File: config.mk
export PLATFORM = sky130hd
export DESIGN_NAME = rmii_lpi_tx
export DESIGN_NICKNAME = d
export VERILOG_FILES = /design/src/rtl/rmii_lpi_pkg.sv /design/src/rtl/rmii_dibit_pacer.sv /design/src/rtl/rmii_wake_timer.sv /design/src/rtl/rmii_lpi_tx.sv
export SDC_FILE = /design/constraint.sdc
export NUM_CORES = 1
export LEC_CHECK = 0
export BUFFER_PORTS_ARGS = -buffer_cell sky130_fd_sc_hd__buf_2
export CORE_UTILIZATION = 47
export CTS_BUF_LIST = sky130_fd_sc_hd__clkbuf_4 sky130_fd_sc_hd__clkbuf_8
export CTS_CLUSTER_SIZE = 28
export DETAILED_ROUTE_END_ITERATION = 12
export HOLD_SLACK_MARGIN = 0.15
export PLACE_DENSITY = 0.75
export SLEW_MARGIN = 30
export SYNTH_ARGS = -nofsm -noshare
export SYNTH_HDL_FRONTEND = slang
export SYNTH_SLANG_ARGS = --single-unit
export TNS_END_PERCENT = 30
File: constraint.sdc
create_clock -name clk -period 8 [get_ports clk]
set_clock_uncertainty 0.05 [all_clocks]
set_input_delay 0.4 -clock clk [delete_from_list [all_inputs] [get_ports clk]]
set_output_delay 0.4 -clock clk [all_outputs]
set_load 0.02 [all_outputs]
File: src/rtl/rmii_lpi_pkg.sv
package rmii_lpi_pkg;
    localparam int BYTE_W = 8;
    localparam int DIBITS = BYTE_W / 2;
    localparam int IDX_W  = $clog2(DIBITS);

    localparam logic [1:0] TXD_IDLE = 2'b00;
    localparam logic [1:0] TXD_LPI  = 2'b01;

    typedef enum logic [1:0] {
        ST_IDLE,
        ST_SEND,
        ST_LPI,
        ST_WAKE
    } tx_state_e;

    typedef struct packed {
        tx_state_e          st;
        logic [BYTE_W-1:0]  shf;
        logic [IDX_W-1:0]   idx;
        logic               eof;
        logic               idle_ok;
        logic               en;
        logic [1:0]         txd;
    } tx_regs_t;
endpackage

File: src/rtl/rmii_dibit_pacer.sv
module rmii_dibit_pacer #(
    parameter int HOLD = 10
) (
    input  logic clk,
    input  logic rst_n,
    input  logic run,
    input  logic slow,
    output logic tick
);
    localparam int CNT_W = (HOLD > 1) ? $clog2(HOLD) : 1;

    logic [CNT_W-1:0] cnt_d, cnt_q;
    logic [CNT_W-1:0] limit;

    always_comb begin
        limit = slow ? CNT_W'(HOLD - 1) : '0;
        tick  = (cnt_q == limit);
        if (!run || tick) cnt_d = '0;
        else              cnt_d = cnt_q + 1'b1;
    end

    always_ff @(posedge clk or negedge rst_n) begin
        if (!rst_n) cnt_q <= '0;
        else        cnt_q <= cnt_d;
    end
endmodule

File: src/rtl/rmii_wake_timer.sv
module rmii_wake_timer #(
    parameter int WAKE_W = 8
) (
    input  logic              clk,
    input  logic              rst_n,
    input  logic              run,
    input  logic [WAKE_W-1:0] wake_cycles,
    output logic              done
);
    logic [WAKE_W-1:0] cnt_d, cnt_q;
    logic [WAKE_W:0]   cnt_inc;

    always_comb begin
        cnt_inc = {1'b0, cnt_q} + 1'b1;
        done    = (cnt_inc >= {1'b0, wake_cycles});
        if (!run)      cnt_d = '0;
        else if (done) cnt_d = cnt_q;
        else           cnt_d = cnt_inc[WAKE_W-1:0];
    end

    always_ff @(posedge clk or negedge rst_n) begin
        if (!rst_n) cnt_q <= '0;
        else        cnt_q <= cnt_d;
    end
endmodule

File: src/rtl/rmii_lpi_tx.sv
module rmii_lpi_tx
    import rmii_lpi_pkg::*;
#(
    parameter int SLOW_HOLD = 10,
    parameter int WAKE_W    = 8
) (
    input  logic              clk,
    input  logic              rst_n,
    input  logic              speed_slow,
    input  logic [WAKE_W-1:0] wake_cycles,
    input  logic              lpi_req,
    input  logic              s_valid,
    input  logic [BYTE_W-1:0] s_data,
    input  logic              s_sof,
    input  logic              s_eof,
    output logic              s_ready,
    output logic [1:0]        txd,
    output logic              tx_en
);
    localparam logic [IDX_W-1:0] IDX_LAST = IDX_W'(DIBITS - 1);

    tx_regs_t cur_q, nxt_d;
    logic     tick;
    logic     wake_done;
    logic     last_dibit;

    rmii_dibit_pacer #(.HOLD(SLOW_HOLD)) u_pacer (
        .clk   (clk),
        .rst_n (rst_n),
        .run   (cur_q.st == ST_SEND),
        .slow  (speed_slow),
        .tick  (tick)
    );

    rmii_wake_timer #(.WAKE_W(WAKE_W)) u_wake (
        .clk         (clk),
        .rst_n       (rst_n),
        .run         (cur_q.st == ST_WAKE),
        .wake_cycles (wake_cycles),
        .done        (wake_done)
    );

    always_comb begin
        nxt_d      = cur_q;
        s_ready    = 1'b0;
        last_dibit = (cur_q.idx == IDX_LAST);
        case (cur_q.st)
            ST_IDLE: begin
                s_ready = 1'b1;
                if (s_valid && s_sof) begin
                    nxt_d.st  = ST_SEND;
                    nxt_d.shf = s_data;
                    nxt_d.idx = '0;
                    nxt_d.eof = s_eof;
                    nxt_d.en  = 1'b1;
                    nxt_d.txd = s_data[1:0];
                end else if (s_valid) begin
                    nxt_d.idle_ok = 1'b1;
                end else if (lpi_req && cur_q.idle_ok) begin
                    nxt_d.st  = ST_LPI;
                    nxt_d.txd = TXD_LPI;
                end else begin
                    nxt_d.idle_ok = 1'b1;
                end
            end
            ST_SEND: begin
                s_ready = tick && last_dibit && !cur_q.eof;
                if (tick) begin
                    if (!last_dibit) begin
                        nxt_d.idx = cur_q.idx + 1'b1;
                        nxt_d.shf = cur_q.shf >> 2;
                        nxt_d.txd = nxt_d.shf[1:0];
                    end else if (s_ready && s_valid) begin
                        nxt_d.shf = s_data;
                        nxt_d.idx = '0;
                        nxt_d.eof = s_eof;
                        nxt_d.txd = s_data[1:0];
                    end else begin
                        nxt_d.st      = ST_IDLE;
                        nxt_d.en      = 1'b0;
                        nxt_d.txd     = TXD_IDLE;
                        nxt_d.idle_ok = 1'b0;
                    end
                end
            end
            ST_LPI: begin
                if (!lpi_req) begin
                    nxt_d.st  = ST_WAKE;
                    nxt_d.txd = TXD_IDLE;
                end
            end
            default: begin
                if (wake_done) begin
                    nxt_d.st      = ST_IDLE;
                    nxt_d.idle_ok = 1'b1;
                end
            end
        endcase
    end

    always_ff @(posedge clk or negedge rst_n) begin
        if (!rst_n) begin
            cur_q.st      <= ST_IDLE;
            cur_q.shf     <= '0;
            cur_q.idx     <= '0;
            cur_q.eof     <= 1'b0;
            cur_q.idle_ok <= 1'b1;
            cur_q.en      <= 1'b0;
            cur_q.txd     <= TXD_IDLE;
        end else begin
            cur_q <= nxt_d;
        end
    end

    assign txd   = cur_q.txd;
    assign tx_en = cur_q.en;
endmodule

==> impl_metrics.tcl <==
set metrics [dict create \
    synth_top_cell_by_area "dfrtp_1" \
    ys_ff_latch 27 \
    overflow 0 \
    ios 27 \
    syn_area_um2 1852 \
    syn-num-nets 241 \
    finalHoldViolCount 0 \
    netlist_top_cells_count "dfrtp_1 (26), nand2_1 (22), a21oi_1 (17), inv_1 (17)" \
    worst_setup_path_start_kind "register" \
    relSlewSlack 0.5295 \
    yosys_warnings 0 \
    clk_latency_ns 0.27 \
    first_iter_violations 84 \
    seq_area_frac_synth 0.3655 \
    antenna_left 0 \
    worst-path-max-fanout 13 \
    drv_cap 0 \
    synth_top_area_frac 0.3514 \
    rows 22 \
    grt_max_degree 28 \
    initial_core_util 0.4983 \
    post_cts_resized 0 \
    drv_slew 0 \
    drive_above_1_share 0.1798 \
    rsz0062_at_grt "no" \
    place_inst 271 \
    grt_pass1_wl_um 6258 \
    vias 1511 \
    grt_pass1_vias 1452 \
    period_share 0.3665 \
    die-area_um2 4195 \
    num_antenna_cells 0 \
    place_hpwl_um 2604 \
    final.setup.tns_ns 0 \
    routed_wl_um 3426 \
    numCtsBuffers 3 \
    cts_tree "done" \
    synth_cell_types 46 \
    design_area_um2 2061 \
    critPathSlowestCell "or4_1" \
    status "finished, final reports clean" \
    min_period_ns 2.932 \
    synth_most_common_cell "dfrtp_1" \
    layout.nets 267 \
    ir_drop_v 0.0001666 \
    synth_area_leaders "dfrtp_1 (35%), ha_1 (10%), mux2i_1 (4.9%)" \
    arrival_ns 3.08 \
    crit_path_end_kind "register" \
    max_clock_freq_ghz 0.3410 \
    synth_edf_count 0 \
    netlist_instances 203 \
    hold_class "in2reg" \
    via_per_inst 5.475 \
    core_um2 3716 \
    die_width_um 64.77 \
    final_cells 276 \
    worst_pin_slew_ns 0.6997 \
    synthToLayoutAreaGrowth_pct 11.28 \
    path_class "reg2reg" \
    antenna_found_initial 0 \
    ys.flop_type "dfrtp_1" \
    clk_pin_slew_ns 0.09 \
    dp_slack_ns 5.081 \
    portBuffers 26 \
    slowest_delay_ns 0.52 \
    setup_viol 0 \
    required_ns 8.15 \
    die_y_um 64.77 \
    grt_use_total 0.1905 \
    powerDensity_nw_per_um2 258.9 \
    synth-async-reset-ratio 1.000 \
    drc_errors 0 \
    power_leakage_nw 1.002 \
    cts_root_buf "clkbuf_8" \
    setup_slack_ns 5.068 \
    syn_area_per_cell_um2 9.122 \
    post_dp_cell_area_um2 2004 \
    gp_congestion 0.8182 \
    wire_per_inst_um 12.41 \
    numClockSinks 27 \
    cts_htree_levels 1 \
    crit_chain "ha_1 -> nand3_2 -> inv_1 -> nand3_1 -> xnor2_1 -> ha_1 -> and3_4 -> and3_4 -> a21o_1 -> or4_1 -> a21oi_1" \
    cts_max_path_buffers 2 \
    drt-pass1-iter-count 4 \
]
## cells by family (layout without fill, tap and decap cells)
family                   Yosys count  count (layout)  synth area share
multiplexers                       9               9           0.04865
AO/OA/AOI/OAI                     54              54            0.1845
adder cells (fa/ha/maj)           15              15            0.1014
buffers and inverters             24              49           0.05878
flip-flops                        27              27            0.3655
AND/OR/NAND/NOR                   67              67            0.2081
XOR/XNOR                           7               7           0.03311
## through the flow
stage | power (W) | hold slack [ns] | util
finish | 0.0005335 | 0.2829 | 0.5545
global route | 0.0005883 | 0.2940 | 0.5545
CTS | 0.0005414 | 0.2818 | 0.5545
detailed placement | 0.0004618 | 0.3974 | 0.5394
global placement | 0.0004557 | 0.3922 | 0.5394
floorplan | 0.0004050 | 0.05441 | -
## placed cells by master (no fill, tap or decap), drive strengths merged, types with 3 or more instances in the layout
cell    count
a21oi      17
buf        27
clkbuf      3
dfrtp      26
ha         15
inv        17
mux2i       9
nand2      22
nand2b      4
nand3      10
nand4       3
nor2        6
nor3        3
o21ai      15
o22ai       3
o31ai       7
or4         4
xnor2       5
## worst paths after layout
kind,slack (ns),startpoint,cells past startpoint,end
worst max-delay path,5.07,u_wake.cnt_q[0],11,u_wake.cnt_q[3]
max in group asynchronous,6.90,rst_n,2,u_wake.cnt_q[0]
worst max register to register,5.07,u_wake.cnt_q[0],11,u_wake.cnt_q[3]
worst min register to register,0.44,cur_q[9],2,cur_q[9]
worst min-delay path,0.28,s_eof,2,cur_q[4]
min in group asynchronous,0.61,rst_n,2,u_pacer.cnt_q[1]
## worst max-delay path, delay by kind of cell (launching register included)
kind / cells / cell delay (ns)
simple gates: 5 / 1.12
buf+inv: 1 / 0.08
fa+ha+maj: 2 / 0.54
xor+xnor: 1 / 0.16
flops: 1 / 0.45
compound gates: 2 / 0.46
## cell type report
| class | count | area (µm²) |
|---|---|---|
| clock buffers | 3 | 41.29 |
| clock inverters | 1 | 5.005 |
| fillers | 354 | 1655 |
| inverters | 17 | 63.81 |
| multi-input cells | 152 | 1066 |
| flip-flops and latches | 27 | 676.9 |
| well taps | 48 | 60.06 |
| repair buffers | 28 | 147.6 |
## where the power goes
part           total (W)  internal [W]  switching, W
Clock          0.0000766     0.0000349     0.0000416
Sequential      0.000207      0.000178     0.0000284
Combinational   0.000250      0.000104      0.000146
## layer usage
metal,GRT usage,share of wire
met2,0.3034,0.46
met4,0.07778,0.015
met3,0.02641,0.039
met5,0,0
met1,0.2587,0.49
## registers in the layout (all words and copies together) (netlist names)
name           cells
txd                2
u_pacer.cnt_q      4
cur_q             12
tx_en              1
u_wake.cnt_q       8
## what timing repair did
item,4_1_cts,5_1_grt
buffers inserted,0,0
hold buffers,1,0
endpoints found under the hold margin,26,0
Power figures use the tool's default switching activity.
